==> config.mk <==
export PLATFORM = sky130hd
export DESIGN_NAME = uart_irq_gen
export DESIGN_NICKNAME = d
export VERILOG_FILES = /design/src/rtl/uirq_pkg.sv /design/src/rtl/uirq_event_detect.sv /design/src/rtl/uirq_flag_bank.sv /design/src/rtl/uirq_combiner.sv /design/src/rtl/uart_irq_gen.sv
export SDC_FILE = /design/constraint.sdc
export NUM_CORES = 1
export LEC_CHECK = 0
export BUFFER_PORTS_ARGS = -buffer_cell sky130_fd_sc_hd__buf_2
export CAP_MARGIN = 20
export CORE_MARGIN = 5
export CORE_UTILIZATION = 42
export CTS_CLUSTER_DIAMETER = 40
export DETAILED_ROUTE_END_ITERATION = 8
export MAX_ROUTING_LAYER = met4
export PLACE_DENSITY_LB_ADDON = 0.08
export SETUP_SLACK_MARGIN = 0.2
export SYNTH_ARGS = -nofsm -noshare
export SYNTH_HDL_FRONTEND = slang
export SYNTH_HIERARCHICAL = 1
export SYNTH_SLANG_ARGS = --single-unit
==> constraint.sdc <==
create_clock -name clk -period 2.5 [get_ports clk]
set_input_delay 0.125 -clock clk [delete_from_list [all_inputs] [get_ports clk]]
set_output_delay 0.125 -clock clk [all_outputs]
set_load 0.05 [all_outputs]
==> src/rtl/uirq_pkg.sv <==
// Package: shared source indices and counts for the UART interrupt generator.
// Assumes: source bit order below is the order seen by software in the flags word.
package uirq_pkg;
    localparam int NUM_STATUS = 3;
    localparam int NUM_DMA    = 4;
    localparam int NUM_ERR    = 3;
    localparam int NUM_SRC    = NUM_STATUS + NUM_DMA + NUM_ERR;

    localparam int SRC_TX_IDLE  = 0;
    localparam int SRC_TX_FREE  = 1;
    localparam int SRC_RX_AVAIL = 2;
    localparam int SRC_DMA_BASE = NUM_STATUS;
    localparam int SRC_ERR_BASE = NUM_STATUS + NUM_DMA;
endpackage

==> src/rtl/uirq_event_detect.sv <==
// Module: turns status levels and DMA active flags into one-cycle (or level) events.
// Status inputs: rising edge or level, chosen by trig_level. DMA inputs: falling edge.
// Assumes: all inputs are synchronous to clk. History registers reset to 0.
module uirq_event_detect #(
    parameter int N_STATUS = 3,
    parameter int N_DMA    = 4
) (
    input  logic                clk,
    input  logic                rst_n,
    input  logic                trig_level,
    input  logic [N_STATUS-1:0] status,
    input  logic [N_DMA-1:0]    dma_busy,
    output logic [N_STATUS-1:0] ev_status,
    output logic [N_DMA-1:0]    ev_dma
);
    logic [N_STATUS-1:0] status_prev_q;
    logic [N_DMA-1:0]    busy_prev_q;

    // Keep last-cycle copies of every watched input for edge detection.
    always_ff @(posedge clk) begin
        if (!rst_n) begin
            status_prev_q <= '0;
            busy_prev_q   <= '0;
        end else begin
            status_prev_q <= status;
            busy_prev_q   <= dma_busy;
        end
    end

    for (genvar s = 0; s < N_STATUS; s++) begin : g_status
        // Select level or rising-edge event for one status source.
        always_comb begin
            if (trig_level) ev_status[s] = status[s];
            else            ev_status[s] = status[s] & ~status_prev_q[s];
        end

        // in edge mode an event never lasts two consecutive cycles.
        p_edge_single_r2: assert property (@(posedge clk) disable iff (!rst_n)
            (!trig_level && ev_status[s]) |=> !(ev_status[s] && !trig_level));
    end

    for (genvar d = 0; d < N_DMA; d++) begin : g_dma
        // Completion event when a buffer's active flag drops.
        always_comb ev_dma[d] = busy_prev_q[d] & ~dma_busy[d];

        // a completion event is never reported while the buffer is active.
        p_dma_idle_r4: assert property (@(posedge clk) disable iff (!rst_n)
            ev_dma[d] |-> !dma_busy[d]);
    end
endmodule

==> src/rtl/uirq_flag_bank.sv <==
// Module: sticky per-source flags with write-one-to-clear.
// A new event in the same cycle as its clear wins, so no event is lost.
// Assumes: events and the clear strobe are synchronous to clk.
module uirq_flag_bank #(
    parameter int N = 10
) (
    input  logic         clk,
    input  logic         rst_n,
    input  logic [N-1:0] events,
    input  logic         clr_we,
    input  logic [N-1:0] clr_data,
    output logic [N-1:0] flags
);
    logic [N-1:0] flag_q;
    logic [N-1:0] clr_mask;

    // Bits selected for clearing by this cycle's write.
    always_comb clr_mask = clr_we ? clr_data : '0;

    // Hold, clear, or set each flag; setting has priority over clearing.
    always_ff @(posedge clk) begin
        if (!rst_n) flag_q <= '0;
        else        flag_q <= (flag_q & ~clr_mask) | events;
    end

    assign flags = flag_q;

    for (genvar i = 0; i < N; i++) begin : g_chk
        // an event always leaves its flag set on the next cycle.
        p_event_sets_r7: assert property (@(posedge clk) disable iff (!rst_n)
            events[i] |=> flag_q[i]);
        // a set flag survives any cycle that does not clear it.
        p_sticky_r6: assert property (@(posedge clk) disable iff (!rst_n)
            (flag_q[i] && !(clr_we && clr_data[i])) |=> flag_q[i]);
        // a clear with no competing event empties the flag.
        p_clear_r6: assert property (@(posedge clk) disable iff (!rst_n)
            (clr_we && clr_data[i] && !events[i]) |=> !flag_q[i]);
    end
endmodule

==> src/rtl/uirq_combiner.sv <==
// Module: masks the flags with the enables and registers their OR as the interrupt.
// Assumes: one clock of latency from flags/enable to irq is acceptable.
module uirq_combiner #(
    parameter int N = 10
) (
    input  logic         clk,
    input  logic         rst_n,
    input  logic [N-1:0] flags,
    input  logic [N-1:0] enable,
    output logic         irq
);
    logic irq_q;

    // Register the reduction so the line cannot glitch.
    always_ff @(posedge clk) begin
        if (!rst_n) irq_q <= 1'b0;
        else        irq_q <= |(flags & enable);
    end

    assign irq = irq_q;

    // an enabled pending flag raises irq on the next edge.
    p_irq_rise_r8: assert property (@(posedge clk) disable iff (!rst_n)
        (|(flags & enable)) |=> irq);
    // no enabled pending flag means irq is low on the next edge.
    p_irq_quiet_r8: assert property (@(posedge clk) disable iff (!rst_n)
        !(|(flags & enable)) |=> !irq);
endmodule

==> src/rtl/uart_irq_gen.sv <==
// Module: top of the UART interrupt source generator.
// Flag bit order: 0 tx idle, 1 tx free, 2 rx available, 3..6 DMA tx A, tx B,
// rx A, rx B completion, 7 parity, 8 frame, 9 overrun.
// Assumes: all inputs synchronous to clk; error inputs are one-cycle pulses.
module uart_irq_gen
    import uirq_pkg::*;
(
    input  logic               clk,
    input  logic               rst_n,
    input  logic               trig_level,
    input  logic               st_tx_idle,
    input  logic               st_tx_free,
    input  logic               st_rx_avail,
    input  logic [1:0]         dma_tx_busy,
    input  logic [1:0]         dma_rx_busy,
    input  logic               err_parity,
    input  logic               err_frame,
    input  logic               err_overrun,
    input  logic [NUM_SRC-1:0] irq_enable,
    input  logic               clr_we,
    input  logic [NUM_SRC-1:0] clr_data,
    output logic [NUM_SRC-1:0] flags,
    output logic               irq
);
    logic [NUM_STATUS-1:0] status_vec;
    logic [NUM_DMA-1:0]    busy_vec;
    logic [NUM_STATUS-1:0] ev_status;
    logic [NUM_DMA-1:0]    ev_dma;
    logic [NUM_ERR-1:0]    ev_err;
    logic [NUM_SRC-1:0]    events;

    // Gather inputs into vectors in flag-bit order.
    always_comb begin
        status_vec = '0;
        status_vec[SRC_TX_IDLE]  = st_tx_idle;
        status_vec[SRC_TX_FREE]  = st_tx_free;
        status_vec[SRC_RX_AVAIL] = st_rx_avail;
        busy_vec = {dma_rx_busy, dma_tx_busy};
        ev_err   = {err_overrun, err_frame, err_parity};
    end

    uirq_event_detect #(
        .N_STATUS (NUM_STATUS),
        .N_DMA    (NUM_DMA)
    ) i_detect (
        .clk        (clk),
        .rst_n      (rst_n),
        .trig_level (trig_level),
        .status     (status_vec),
        .dma_busy   (busy_vec),
        .ev_status  (ev_status),
        .ev_dma     (ev_dma)
    );

    // Concatenate all event sources into the flag word layout.
    always_comb events = {ev_err, ev_dma, ev_status};

    uirq_flag_bank #(.N(NUM_SRC)) i_flags (
        .clk      (clk),
        .rst_n    (rst_n),
        .events   (events),
        .clr_we   (clr_we),
        .clr_data (clr_data),
        .flags    (flags)
    );

    uirq_combiner #(.N(NUM_SRC)) i_comb (
        .clk    (clk),
        .rst_n  (rst_n),
        .flags  (flags),
        .enable (irq_enable),
        .irq    (irq)
    );

    // flags and interrupt are clear in the cycle after reset is applied.
    p_reset_r1: assert property (@(posedge clk)
        !rst_n |=> (flags == '0 && !irq));
endmodule

==> results of run 1 <==
[area by class of cell]
| type | count | area (µm²) |
|---|---|---|
| inverter | 12 | 45.0 |
| sequential | 18 | 360 |
| multi-input combinational | 40 | 269 |
| tap | 16 | 20.0 |
| clock buffer | 4 | 36.3 |
| fill | 145 | 573 |
| timing repair buffer | 44 | 220 |
[final timing paths]
check                                                   end  slack, ns  depth (start not counted)                            startpoint
worst max register to register        i_comb/irq$_SDFF_PN0_       1.54                          3           i_flags/flags[2]$_SDFF_PN0_
worst min-delay path            i_flags/flags[0]$_SDFF_PN0_       0.02                          2                           clr_data[0]
worst min register to register  i_flags/flags[1]$_SDFF_PN0_       0.54                          3  i_detect/status_prev_q[1]$_SDFF_PN0_
worst max-delay path                               flags[7]       1.42                          1           i_flags/flags[7]$_SDFF_PN0_
[kinds of logic (layout without fill, tap and decap cells)]
group,count (synthesis),in the layout,share of synthesized area (%)
AOI/OAI and AO/OA,29,29,29.5
buffers and inverters,13,60,7.37
DFF,18,18,53.0
and+or+nand+nor,11,11,10.1
[registers in the layout (all words and copies together), names as in the netlist]
register	flops
i_flags/flags	10
i_detect/busy_prev_q	4
i_detect/status_prev_q	3
i_comb/irq	1
[metrics by stage]
step	instances	worst slack (ns)	util, %	hold slack (ns)	cell area (µm²)
3_3_place_gp	130	1.58	60.0	0.317	915
5_1_grt	134	1.35	62.4	0.00271	951
3_5_place_dp	130	1.55	60.0	0.320	915
4_1_cts	134	1.40	62.4	0.00944	951
2_1_floorplan	71	1.36	-	0.232	679
6_report	134	1.42	62.4	0.0184	951
[placed cells by master (no fill, tap or decap)]
cell	instances
a21boi_1	2
a31oi_1	11
o21ai_0	10
clkbuf_8	1
a21boi_2	1
buf_2	44
inv_1	12
a221oi_2	2
a22o_1	2
a22oi_1	1
nor2b_1	4
dfxtp_1	18
clkbuf_4	3
and2_1	7
[layer usage]
metal	share of wire, %	up-vias	routed length, µm	global-route usage, %
met5	0	-	0	-
met4	0.74	0	12	6.55
met3	8.8	2	143	3.85
met2	45	25	736	20.7
met1	45	272	731	16.7
li1	-	343	-	-
[power breakdown]
group | internal (mW) | switching [mW]
clock | 0.0885 | 0.0843
combinational | 0.0453 | 0.0753
sequential | 0.305 | 0.00941
==> summary.txt, run 1 <==
Run status
  • Status: complete, no violations

Logic synthesis
  • Top cells by area, synth: dfxtp_1 (53%), a31oi_1 (10%), o21ai_0 (7.4%)
  • Post-synth EDFFs: 0
  • Synthesized area: 679 µm²
  • Post-Syn Instances: 71
  • Synth top cells by count: dfxtp_1 (18), inv_1 (12), a31oi_1 (11)
  • Top_reg_cell synth: dfxtp_1
  • Synth Area per Inst: 9.57 µm²
  • Asr flop ratio synth: 0%
  • Seq/Total Area, Yosys: 53.0%
  • Post-synth top area share: 53.0%
  • Synth warn: 6
  • Area leader, netlist: dfxtp_1
  • Cell variety after synth: 12
  • Most numerous cell in the Yosys netlist: dfxtp_1
  • Yosys reg bits: 18
  • Net Count, Synth: 105

Routing
  • Vias per cell: 4.79
  • Final wirelength: 1620 µm
  • Drt drc: 0
  • Drt pass-1 iters: 2
  • DRT antenna net count: 0
  • Routed vias: 642
  • Routed len/inst: 12.1 µm
  • DRT iter0 DRCs: 1

STA
  • Worst-margin pin slew: 0.256 ns
  • Slew margin rel.: 82.9%
  • Final hold viol count: 0
  • Crit share post-route: 43.2%
  • Setup violators final: 0
  • Final Max Tran Viols: 0
  • RSZ-0062 raised after global routing: false
  • Fmax: 927 MHz
  • Skew final: 0.000700 ns
  • Final min period: 1.08 ns
  • Setup TNS: 0 ns

Clock tree
  • H-tree levels: 1
  • Clock Tree Root: clkbuf_4
  • Worst-skew pair later-pin latency: 0.28 ns
  • Reg clk slew, reported paths: 0.10 ns
  • Clk sinks: 18
  • Clock tree from TritonCTS: built
  • Cts bufs inserted: 3
  • Post-cts sizing count: 0
  • Max Root-Sink Buffers: 2
  • CTS Hold Bufs: 0
  • Post-CTS Setup Bufs: 0

Worst setup path
  • Critical path cell sequence: buf_2
  • WP buf/inv: 1
  • Crit-path slowest cell: dfxtp_1
  • WP data required: 2.38 ns
  • Worst setup SP type: flop
  • WP data arrival: 0.95 ns
  • CP Capture Type: primary output
  • WS Path Type: reg -> out
  • Cell family with most CP delay: flip-flops
  • Worst path max stage delay: 0.39 ns
  • CP max FO: 3

Finish
  • Area growth, synth to finish: 40.0%
  • Final #Nets: 153
  • Layout cells sized above 1: 43.2%
  • Diode count: 0

Die
  • Site Rows: 14
  • Io pins: 45
  • Die Wd: 50.2 µm
  • Core Area: 1520 µm²
  • Initial Util: 44.6%
  • Chip height: 50.2 µm
  • Die area: 2520 µm²

Place
  • IO buf count: 44
  • Final RePlAce weighted congestion: 0.716
  • DP HPWL: 1290 µm

GRT
  • Vias in the first global route: 605
  • Gr ovfl total: 0
  • First-pass GRT wire length: 2590 µm
  • Largest net degree at the start of global routing: 19
  • Antenna violations before repair: 0
  • GRT Overall Usage: 13.7%

Job
  • Max_cap viols: 0

Power
  • Tot Pwr: 0.608 mW
  • Static Leak: 0.483 nW
  • VDD IR max: 0.387 mV
  • PwrDens: 639 nW/µm²

Worst hold path
  • Min-Delay Path Class: in -> reg
Power figures use the tool's default switching activity.
==> inputs of run 2 (changes only) <==
--- a/config.mk
+++ b/config.mk
@@ -8,7 +8,7 @@
 export BUFFER_PORTS_ARGS = -buffer_cell sky130_fd_sc_hd__buf_2
 export CAP_MARGIN = 20
 export CORE_MARGIN = 5
-export CORE_UTILIZATION = 42
+export CORE_UTILIZATION = 39
 export CTS_CLUSTER_DIAMETER = 40
 export DETAILED_ROUTE_END_ITERATION = 8
 export MAX_ROUTING_LAYER = met4
==> constraint.sdc (replaced) <==
create_clock -name clk -period 1 [get_ports clk]
set_input_delay 0.05 -clock clk [delete_from_list [all_inputs] [get_ports clk]]
set_output_delay 0.05 -clock clk [all_outputs]
set_load 0.05 [all_outputs]
==> run 2 against run 1 <==
First-iteration DRC count up 100%. Sequential power rose to 2.5 times the previous value. Sequential share of layout area down 6.2 points. Setup slack worse by 1.4 ns. Critical path type is now reg -> reg.
==> summary.txt, run 2 (synthesized netlist as in run 1, its figures left out) <==
Run status
  • Status: complete, no violations

Clock tree
  • H-tree levels: 1
  • Worst-skew pair later-pin latency: 0.28 ns
  • Clock Tree Root: clkbuf_4
  • Clk sinks: 18
  • Clock tree from TritonCTS: built
  • Cts bufs inserted: 3
  • Max Root-Sink Buffers: 2
  • Reg clk slew, reported paths: 0.10 ns

Routing
  • Final wirelength: 1830 µm
  • Drt pass-1 iters: 4
  • DRT iter0 DRCs: 2
  • DRT antenna net count: 0
  • Routed vias: 733
  • Routed len/inst: 12.0 µm
  • Drt drc: 0
  • Vias per cell: 4.82

STA
  • Slew margin rel.: 82.0%
  • Skew final: 0.00134 ns
  • Crit share post-route: 94.7%
  • Worst-margin pin slew: 0.270 ns
  • Final Max Tran Viols: 0
  • Setup violators final: 0
  • Final hold viol count: 0
  • Fmax: 1060 MHz
  • RSZ-0062 raised after global routing: true
  • Setup TNS: 0 ns
  • Final min period: 0.947 ns

GRT
  • First-pass GRT wire length: 2930 µm
  • Gr ovfl total: 0
  • Antenna violations before repair: 0
  • GRT Overall Usage: 14.8%
  • Largest net degree at the start of global routing: 19
  • Vias in the first global route: 737

Worst setup path
  • CP max FO: 3
  • WS Path Type: reg -> reg
  • CP Capture Type: flop
  • WP data arrival: 1.11 ns
  • WP data required: 1.17 ns
  • Worst setup SP type: flop

Finish
  • Finished Core Util: 75.0%
  • Layout cells sized above 1: 51.1%
  • Diode count: 0
  • Max FFs per register: 10
  • Commonest cells after routing, fill and taps aside: buf_2 (33), dlygate4sd3_1 (17), inv_1 (12)
  • Area growth, synth to finish: 86.6%
  • Final #Nets: 170
  • # fillers: 125
  • Most common cell after layout, fill and taps aside: buf_2

Place
  • Final RePlAce weighted congestion: 0.651
  • DP HPWL: 1300 µm
  • IO buf count: 44

Die
  • Die area: 2680 µm²
  • Initial Util: 40.2%
  • Die Wd: 51.7 µm
  • Io pins: 45
  • Chip height: 51.7 µm
  • Site Rows: 15
  • Core Area: 1690 µm²

Power
  • VDD IR max: 0.963 mV
  • PwrDens: 1220 nW/µm²
  • Static Leak: 0.581 nW

Worst hold path
  • Min-Delay Path Class: in -> reg

Job
  • Max_cap viols: 0
[run 2: cell count changes in the layout (fill, tap and decap cells not counted), moves of 3 or more]
cell and delta:
o21ai_1 +5, nor2b_1 -4, buf_2 -11, o21ai_0 -5, buf_8 +8, dfxtp_4 +10, nor2b_2 +3, dlygate4sd3_1 +17
dfxtp_2 +3, dfxtp_1 -13
[run 2: repair_timing]
action                                 4_1_cts  5_1_grt
setup endpoints to repair                   12       19
buffers inserted                             0        0
resized for setup                           24       19
hold buffers                                17        0
endpoints found under the hold margin       17        0
pin swaps                                    1        4
[run 2: path summary, 6_finish.rpt]
check,start,end,slack [ns],cells after the start
min,err_overrun,i_flags/flags[9]$_SDFF_PN0_,0.01,3
max reg2reg,i_flags/flags[9]$_SDFF_PN0_,i_comb/irq$_SDFF_PN0_,0.05,3
min reg2reg,i_detect/status_prev_q[0]$_SDFF_PN0_,i_flags/flags[0]$_SDFF_PN0_,0.52,3
max,i_flags/flags[9]$_SDFF_PN0_,i_comb/irq$_SDFF_PN0_,0.05,3
[run 2: layer usage]
metal	share of wire, %	vias to the layer above	global-route usage [%]
met2	54	24	26.3
met1	39	327	16.3
li1	-	380	-
met3	6.6	2	4.01
met5	0	-	-
met4	0.33	0	3.93
[run 2: where the power goes]
part / switching [mW] / internal, mW / leakage (nW)
Sequential: 0.0351 / 0.756 / 0.157
Combinational: 0.201 / 0.211 / 0.409
Clock: 0.204 / 0.145 / 0.0154
Total: 0.440 / 1.11 / 0.581
[run 2: final cells by class]
| type | count | area (µm²) | area share, % |
|---|---|---|---|
| Clock inverter | 1 | 3.75 | 0.296 |
| Sequential cell | 18 | 402 | 31.7 |
| Timing Repair Buffer | 61 | 482 | 38.0 |
| Inverter | 12 | 45.0 | 3.55 |
| Clock buffer | 3 | 22.5 | 1.78 |
| Tap cell | 17 | 21.3 | 1.68 |
| Multi-Input combinational cell | 40 | 292 | 23.0 |
[run 2: through the flow]
| stage | power [mW] | hold slack [ns] | std cells | cell area, µm² | setup slack (ns) |
|---|---|---|---|---|---|
| floorplan | 0.981 | 0.147 | 71 | 717 | 0.0180 |
| global placement | 1.09 | 0.233 | 131 | 953 | 0.0740 |
| detailed placement | 1.10 | 0.236 | 131 | 953 | 0.0585 |
| CTS | 1.56 | 0.00387 | 152 | 1230 | 0.0431 |
| global route | 1.65 | 0.0277 | 152 | 1270 | 0.00652 |
| finish | 1.55 | 0.0140 | 152 | 1270 | 0.0527 |
[run 2: critical path, cell delays in order, from the launching register on]
cell and delay (ns):
dfxtp_4 0.36, a22o_1 0.20, a221oi_2 0.18, a31oi_1 0.10
